--- config.mk ---
export PLATFORM = sky130hd
export DESIGN_NAME = audio_fifo_status
export DESIGN_NICKNAME = d
export VERILOG_FILES = /design/src/rtl/afs_pkg.sv /design/src/rtl/afs_event_detect.sv /design/src/rtl/afs_sticky_flag.sv /design/src/rtl/afs_hold_reg.sv /design/src/rtl/audio_fifo_status.sv
export SDC_FILE = /design/constraint.sdc
export NUM_CORES = 1
export LEC_CHECK = 0
export ABC_CLOCK_PERIOD_IN_PS = 1050
export BUFFER_PORTS_ARGS = -buffer_cell sky130_fd_sc_hd__buf_2
export CAP_MARGIN = 30
export CORE_AREA = 10 10 58 106
export DETAILED_ROUTE_END_ITERATION = 10
export DIE_AREA = 0 0 68 116
export PLACE_DENSITY_LB_ADDON = 0.05
export RECOVER_POWER = 25
export SETUP_SLACK_MARGIN = 0.15
export SYNTH_ARGS = -nofsm -noshare
export SYNTH_HDL_FRONTEND = slang
export SYNTH_SLANG_ARGS = --single-unit
--- constraint.sdc ---
create_clock -name clk -period 1.05 [get_ports clk]
set_input_delay 0.105 -clock clk [delete_from_list [all_inputs] [get_ports clk]]
set_output_delay 0.105 -clock clk [all_outputs]
set_load 0.05 [all_outputs]
--- src/rtl/afs_pkg.sv ---
package afs_pkg;
   localparam int STAT_UFLAG = 27;
   localparam int STAT_OFLAG = 26;
   localparam int STAT_IFLAG = 25;

   typedef struct packed {
      logic [1:0] chan;
      logic       word;
      logic       idle;
   } ser_state_t;

   localparam ser_state_t SER_RESET = '{chan: 2'b00, word: 1'b1, idle: 1'b1};

   function automatic logic [31:0] pack_status(input logic uf, input logic of,
                                               input ser_state_t s);
      logic [31:0] w;
      w = '0;
      w[STAT_UFLAG] = uf;
      w[STAT_OFLAG] = of;
      w[STAT_IFLAG] = s.idle;
      w[3:2]        = s.chan;
      w[1]          = s.word;
      w[0]          = s.idle;
      return w;
   endfunction
endpackage

--- src/rtl/afs_event_detect.sv ---
module afs_event_detect #(
   parameter int DEPTH = 8,
   parameter int CNT_W = $clog2(DEPTH + 1)
) (
   input  logic             tx_mode_i,
   input  logic [CNT_W-1:0] count_i,
   input  logic             rd_i,
   input  logic             req_i,
   input  logic             wr_i,
   input  logic             push_i,
   output logic             empty_o,
   output logic             under_o,
   output logic             over_o
);
   localparam logic [CNT_W-1:0] FULL_CNT = CNT_W'(DEPTH);

   logic full;

   assign empty_o = (count_i == '0);
   assign full    = (count_i >= FULL_CNT);

   // direction decides which strobe counts as starving the FIFO
   assign under_o = tx_mode_i ? (req_i & empty_o) : (rd_i & empty_o);
   assign over_o  = tx_mode_i ? (wr_i & full)     : (push_i & full);
endmodule

--- src/rtl/afs_sticky_flag.sv ---
module afs_sticky_flag (
   input  logic clk,
   input  logic rst_n,
   input  logic set_i,
   input  logic wr_i,
   input  logic wbit_i,
   output logic flag_o
);
   logic clr;
   assign clr = wr_i & ~wbit_i;

   always_ff @(posedge clk or negedge rst_n) begin
      if (!rst_n)     flag_o <= 1'b0;
      else if (set_i) flag_o <= 1'b1;
      else if (clr)   flag_o <= 1'b0;
   end

   assert_flag_set_R4: assert property (@(posedge clk) disable iff (!rst_n)
      set_i |=> flag_o);
   assert_set_wins_R6: assert property (@(posedge clk) disable iff (!rst_n)
      (set_i && wr_i && !wbit_i) |=> flag_o);
   assert_flag_clear_R5: assert property (@(posedge clk) disable iff (!rst_n)
      (wr_i && !wbit_i && !set_i) |=> !flag_o);
   assert_flag_keep_R5: assert property (@(posedge clk) disable iff (!rst_n)
      (flag_o && !set_i && !(wr_i && !wbit_i)) |=> flag_o);
endmodule

--- src/rtl/afs_hold_reg.sv ---
module afs_hold_reg #(
   parameter int W = 16
) (
   input  logic         clk,
   input  logic         rst_n,
   input  logic         take_i,
   input  logic         empty_i,
   input  logic [W-1:0] head_i,
   output logic         pop_o,
   output logic [W-1:0] data_o
);
   assign pop_o = take_i & ~empty_i;

   always_ff @(posedge clk or negedge rst_n) begin
      if (!rst_n)     data_o <= '0;
      else if (pop_o) data_o <= head_i;
   end

   // starved request repeats the held value (R9 transmit, R10 receive)
   assert_hold_on_empty_R9: assert property (@(posedge clk) disable iff (!rst_n)
      (take_i && empty_i) |=> $stable(data_o));
   assert_load_on_pop_R10: assert property (@(posedge clk) disable iff (!rst_n)
      (take_i && !empty_i) |=> (data_o == $past(head_i)));
endmodule

--- src/rtl/audio_fifo_status.sv ---
module audio_fifo_status
   import afs_pkg::*;
#(
   parameter int SAMPLE_W = 16,
   parameter int DEPTH    = 8,
   parameter int CNT_W    = $clog2(DEPTH + 1),
   parameter bit IRQ_REG  = 1'b0
) (
   input  logic                clk,
   input  logic                rst_n,
   input  logic                tx_mode,
   input  logic [CNT_W-1:0]    fifo_count,
   input  logic [SAMPLE_W-1:0] fifo_head,
   input  logic                rd_strobe,
   input  logic                wr_strobe,
   input  logic                rx_push,
   input  logic                ser_req,
   input  logic [1:0]          ser_chan,
   input  logic                ser_word,
   input  logic                ser_idle,
   input  logic                uflow_ie,
   input  logic                oflow_ie,
   input  logic                reg_wr,
   input  logic [31:0]         reg_wdata,
   output logic [31:0]         status,
   output logic                irq,
   output logic                tx_pop,
   output logic                rx_pop,
   output logic [SAMPLE_W-1:0] ser_sample,
   output logic [SAMPLE_W-1:0] rd_data
);
   generate
      if (DEPTH < 1)               begin : g_bad_depth $error("DEPTH must be at least 1"); end
      if (CNT_W < $clog2(DEPTH+1)) begin : g_bad_cnt   $error("CNT_W too narrow for DEPTH"); end
      if (SAMPLE_W < 1)            begin : g_bad_w     $error("SAMPLE_W must be positive"); end
   endgenerate

   logic       empty, under_ev, over_ev;
   logic       uflag, oflag;
   ser_state_t ser_q;
   logic       unused_wdata;

   assign unused_wdata = ^{reg_wdata[31:28], reg_wdata[25:0]};

   afs_event_detect #(.DEPTH(DEPTH), .CNT_W(CNT_W)) u_det (
      .tx_mode_i (tx_mode),
      .count_i   (fifo_count),
      .rd_i      (rd_strobe),
      .req_i     (ser_req),
      .wr_i      (wr_strobe),
      .push_i    (rx_push),
      .empty_o   (empty),
      .under_o   (under_ev),
      .over_o    (over_ev)
   );

   afs_sticky_flag u_uflag (
      .clk(clk), .rst_n(rst_n), .set_i(under_ev),
      .wr_i(reg_wr), .wbit_i(reg_wdata[STAT_UFLAG]), .flag_o(uflag)
   );

   afs_sticky_flag u_oflag (
      .clk(clk), .rst_n(rst_n), .set_i(over_ev),
      .wr_i(reg_wr), .wbit_i(reg_wdata[STAT_OFLAG]), .flag_o(oflag)
   );

   afs_hold_reg #(.W(SAMPLE_W)) u_tx_hold (
      .clk(clk), .rst_n(rst_n), .take_i(tx_mode & ser_req),
      .empty_i(empty), .head_i(fifo_head), .pop_o(tx_pop), .data_o(ser_sample)
   );

   afs_hold_reg #(.W(SAMPLE_W)) u_rx_hold (
      .clk(clk), .rst_n(rst_n), .take_i(~tx_mode & rd_strobe),
      .empty_i(empty), .head_i(fifo_head), .pop_o(rx_pop), .data_o(rd_data)
   );

   always_ff @(posedge clk or negedge rst_n) begin
      if (!rst_n) ser_q <= SER_RESET;
      else        ser_q <= '{chan: ser_chan, word: ser_word, idle: ser_idle};
   end

   assign status = pack_status(uflag, oflag, ser_q);

   logic irq_now;
   assign irq_now = (uflag & uflow_ie) | (oflag & oflow_ie);

   generate
      if (IRQ_REG) begin : g_irq_reg
         always_ff @(posedge clk or negedge rst_n) begin
            if (!rst_n) irq <= 1'b0;
            else        irq <= irq_now;
         end
      end else begin : g_irq_comb
         assign irq = irq_now;
      end
   endgenerate

   assert_reserved_zero_R11: assert property (@(posedge clk) disable iff (!rst_n)
      (status[31:28] == 4'b0) && (status[24:4] == 21'b0));
   assert_tx_read_no_flag_R3: assert property (@(posedge clk) disable iff (!rst_n)
      (tx_mode && rd_strobe && !ser_req && !uflag) |=> !uflag);
endmodule

* After elaboration in Yosys (flattened, before gate mapping)
Cells that the tools add are included.
Word-level totals: output and inout port bits 67, bits in writable memories 0, bits in latches 0, bits in read-only memories 0, register bits 38, input bits 66, memories kept 0
Cells by class: bitwise logic cells 17, add/sub/neg operators 0, reductions and logical operators 3, equal/unequal tests 0, divide/modulo/power cells 0, shift operators 0, multiply operators 0, mux-type cells 6, $lt $le $gt $ge 1
Operators with widths (count):
- $and A1 B1 Y1 | 12
- $mux W1 | 6
- $ge A4 B4 Y1 const B | 1
- $logic_not A4 Y1 | 1
- $not A1 Y1 | 4
- $reduce_bool A2 Y1 | 2
- $or A1 B1 Y1 | 1

* Longest topological paths before layout
depth in word-level cells 4, depth in mapped cells 4

* Cells and area by module
From an unflattened synthesis, not the netlist that was laid out.
Unflattened totals: cell total of the unflattened synthesis 117, area total of the unflattened synthesis 1791.7 um^2
Modules (own cells, without submodules):
- afs_hold_reg | cells each 35, instances 2, area each 659.4 um^2
- audio_fifo_status | cells each 36, instances 1, area each 341.6 um^2
- afs_sticky_flag | cells each 3, instances 2, area each 38.8 um^2
- afs_event_detect | cells each 5, instances 1, area each 53.8 um^2

* Least setup slack after synthesis
OpenSTA, ideal clock, no wires.
path kind input port to flip-flop, from input rd_strobe, to register u_rx_hold.data_o[0], path slack -0.248 ns, required time 0.925 ns, stages 4, data arrival time 1.173 ns, path through inv_1 nor3_2 buf_6 mux2_2
Between the ends: word-level cells in the longest chain between the ends 2
Ends and longest elaborated chain:
- start: declaration | RTL line audio_fifo_status.sv:14 | input logic rd_strobe,
- $and A1 B1 Y1 | RTL line audio_fifo_status.sv:73 | .clk(clk), .rst_n(rst_n), .take_i(~tx_mode & rd_strobe),
- $and A1 B1 Y1 | RTL line afs_hold_reg.sv:12 | assign pop_o = take_i & ~empty_i;
- via rx_pop | RTL line audio_fifo_status.sv:28 | output logic rx_pop,
- end signal: assignment | RTL line afs_hold_reg.sv:16 | else if (pop_o) data_o <= head_i;
- end: declaration | RTL line afs_hold_reg.sv:10 | output logic [W-1:0] data_o
The timed path passes the listed nets, and every way through them passes these cells. A chain may end at the register's enable or synchronous reset.

* Final worst setup path
from register u_oflag.flag_o, to output irq
Between the ends: word-level cells in the longest chain between the ends 2
Ends and longest elaborated chain:
- start: declaration | RTL line afs_sticky_flag.sv:7 | output logic flag_o
- start signal: assignment | RTL line afs_sticky_flag.sv:13 | if (!rst_n) flag_o <= 1'b0;
- start signal: assignment | RTL line afs_sticky_flag.sv:14 | else if (set_i) flag_o <= 1'b1;
- start signal: assignment | RTL line afs_sticky_flag.sv:15 | else if (clr) flag_o <= 1'b0;
- $and A1 B1 Y1 | RTL line audio_fifo_status.sv:85 | assign irq_now = (uflag & uflow_ie) | (oflag & oflow_ie);
- $or A1 B1 Y1 | RTL line audio_fifo_status.sv:85
- end: declaration | RTL line audio_fifo_status.sv:26 | output logic irq,
Every way passes these cells.

==> impl_metrics.env <==
export IMPL_synth_top_family_by_area="multiplexers"
export IMPL_num_rows=34
export IMPL_final_cell_count_no_fill=278
export IMPL_core_mm2=0.00442
export IMPL_r2r_end="u_tx_hold.data_o[14]"
export IMPL_syn_instance_count=113
export IMPL_final_max_slew_viol_count=0
export IMPL_cts_tree="done"
export IMPL_hold_path_depth=2
export IMPL_synthArstFlopShare_pct=100
export IMPL_power_density_mw_per_mm2=2000
export IMPL_vias=1209
export IMPL_synth_flop_cell="dfrtp_1"
export IMPL_avgSynthCellArea_um2=14.7
export IMPL_chipWidth_um=68
export IMPL_fin_crit_ns=1.17
export IMPL_synth_compound_area_share_pct=2.04
export IMPL_setup_tns_ns=-0.278
export IMPL_ys_types=16
export IMPL_status="complete, but fails checks"
export IMPL_synth_area_leaders="dfrtp_1, mux2_2, buf_4"
export IMPL_final_cell_area_mm2=0.00285
export IMPL_final_hold_viol_count=0
export IMPL_clock_path_buffers=2
export IMPL_gr_total_overflow=0
export IMPL_grt_pass1_wl_um=8030
export IMPL_worst_slack_ns=-0.116
export IMPL_placed_cells=241
export IMPL_drc=0
export IMPL_synthXorXnorAreaFrac_pct=0
export IMPL_maxCapViolations=0
export IMPL_hold_class="in2reg"
export IMPL_yosysSeqAreaShare_pct=57.6
export IMPL_holdPathEnd="u_oflag.flag_o"
export IMPL_die_h_um=116
export IMPL_synth_common_cells="dfrtp_1, mux2_2, buf_4"
export IMPL_synth_ff_latch_count=38
export IMPL_min_period_over_period_pct=111
export IMPL_wl_um=5420
export IMPL_synth_mux_area_share_pct=22.7
export IMPL_reg2reg_depth=2
export IMPL_cts_sinks=38
export IMPL_rrSetupSlack_ns=0.13
export IMPL_synth_fa_ha_area_share_pct=0
export IMPL_fill_cells=357
export IMPL_dp_hpwl_um=3600
export IMPL_synthesis_area_mm2=0.00166
export IMPL_violations="negative setup slack"
export IMPL_fmax_mhz=857
export IMPL_grt_pass1_vias=1425
export IMPL_start_util_pct=37.4
export IMPL_area_growth_pct=72.3
export IMPL_numCtsBuffers=5
export IMPL_rsz0062_at_grt="true"
export IMPL_synth_top_area_share_pct=54.4
export IMPL_place_area_mm2=0.00203
export IMPL_synth_top_area_cell="dfrtp_1"
export IMPL_post_place_ws_ns=-0.624
export IMPL_required_ns=0.94
export IMPL_p_leak_nw=1.45
export IMPL_crit_fanout=3
export IMPL_clk_pin_slew_ns=0.08
export IMPL_clock_skew_ns=0
export IMPL_r2r_start="u_tx_hold.data_o[14]"
export IMPL_tightest_slew_ns=0.749
export IMPL_synth_most_common_cell="dfrtp_1"
export IMPL_clk_latency_ns=0.28
export IMPL_via_per_inst=4.35
export IMPL_power_mw=5.71
export IMPL_dr_pass1_iters=4
export IMPL_setup_viol=5
export IMPL_vdd_ir_drop_max_mv=1.55
export IMPL_hp_start="fifo_count[3]"
export IMPL_wire_per_inst_um=19.5
export IMPL_critPathKind="reg2out"
export IMPL_port_buffers=77
export IMPL_crit_arrival_ns=1.06
export IMPL_grt_max_degree=21
export IMPL_nets=289
export IMPL_hold_slack_ns=0.0531
export IMPL_cts_root_buffer_cell="clkbuf_8"
export IMPL_drt_iter0_markers=33
export IMPL_finalWeightedCongestion=0.855
export IMPL_io_pins=133
export IMPL_final_core_util_pct=64.5
export IMPL_slew_headroom_pct=50.1
export IMPL_synthSimpleGateAreaFrac_pct=3.25
export IMPL_diodes=0
export IMPL_htree_levels=2
export IMPL_yosys_warnings=0
export IMPL_antenna_found_initial=0
export IMPL_ant_nets=0
export IMPL_synth_enable_flop_cells=0
export IMPL_die_area_mm2=0.00789
export IMPL_cp_start_kind="flop"
export IMPL_critPathCaptureType="output port"
export IMPL_grt_usage_pct=13.7
export IMPL_drive_gt1_share_pct=67.9
## registers in the layout, summed over array words and instances, names as in the netlist
name,count
status,4
u_oflag.flag_o,1
u_rx_hold.data_o,16
u_tx_hold.data_o,16
u_uflag.flag_o,1
## layout by cell type, fill, tap and decap left out
cell           instances
nor4_4                 1
nand2_2                1
a22o_2                 2
dfstp_2                2
clkbuf_8               6
buf_8                  8
nand2b_1               2
clkbuf_16              1
buf_4                 21
bufinv_16              2
a22o_1                 1
nor2_4                 1
clkbuf_1               1
buf_6                 42
o21ai_0                1
dlygate4sd3_1          5
dfrtp_1               36
buf_2                 30
inv_1                  1
buf_12                 1
mux2_2                 1
conb_1                25
mux2_4                32
nor3_4                 1
## worst max-delay path by stage
stage,from,to,slack [ns]
floorplan,fifo_count[2],u_tx_hold.data_o[10],-0.16
global placement,tx_mode,u_rx_hold.data_o[9],-0.58
detailed placement,tx_mode,u_rx_hold.data_o[10],-0.62
CTS,u_uflag.flag_o,irq,-0.12
global route,u_uflag.flag_o,irq,-0.16
finish,u_oflag.flag_o,irq,-0.12
## critical path, stage by stage, from the launching register on
cell     delay [ns]
dfrtp_1        0.40
a22o_1         0.22
buf_6          0.15
## power breakdown
part | switching (mW) | leakage (nW) | internal, mW
clock | 0.539 | 0.0714 | 1.01
combinational | 1.36 | 0.936 | 0.955
sequential | 0.162 | 0.445 | 1.68
## timing repair
action / 4_1_cts / 5_1_grt
cloned: 2 / 0
resized for setup: 129 / 3
endpoints found under the setup margin: 74 / 74
endpoints found under the hold margin: 34 / 0
hold buffers: 5 / 0
pin swaps: 4 / 0
setup buffers: 11 / 11
## area by class of cell
type                       instances  area (um2)  area share, %
clock buffer                       6        82.6           2.89
timing repair buffer             109        1000           35.0
tap                               54        67.6           2.37
sequential                        38         953           33.4
inverter                           1        3.75          0.132
clock inverter                     2        60.1           2.10
multi-input combinational         68         687           24.1
## metal layers
layer  vias to the layer above  routed length [um]  track usage (%)
met5                         -                   0                0
met4                         0                  44             4.05
met2                        57                3150             25.4
met1                       603                1720             13.0
li1                        545                   -                -
met3                         4                 505             5.51
## cell families after synthesis
logic type             Yosys count
buffers and inverters           31
other                            1
AOI/OAI and AO/OA                4
and+or+nand+nor                  6
muxes                           33
DFF                             38
No activity file was read; power rests on OpenSTA's default activity.
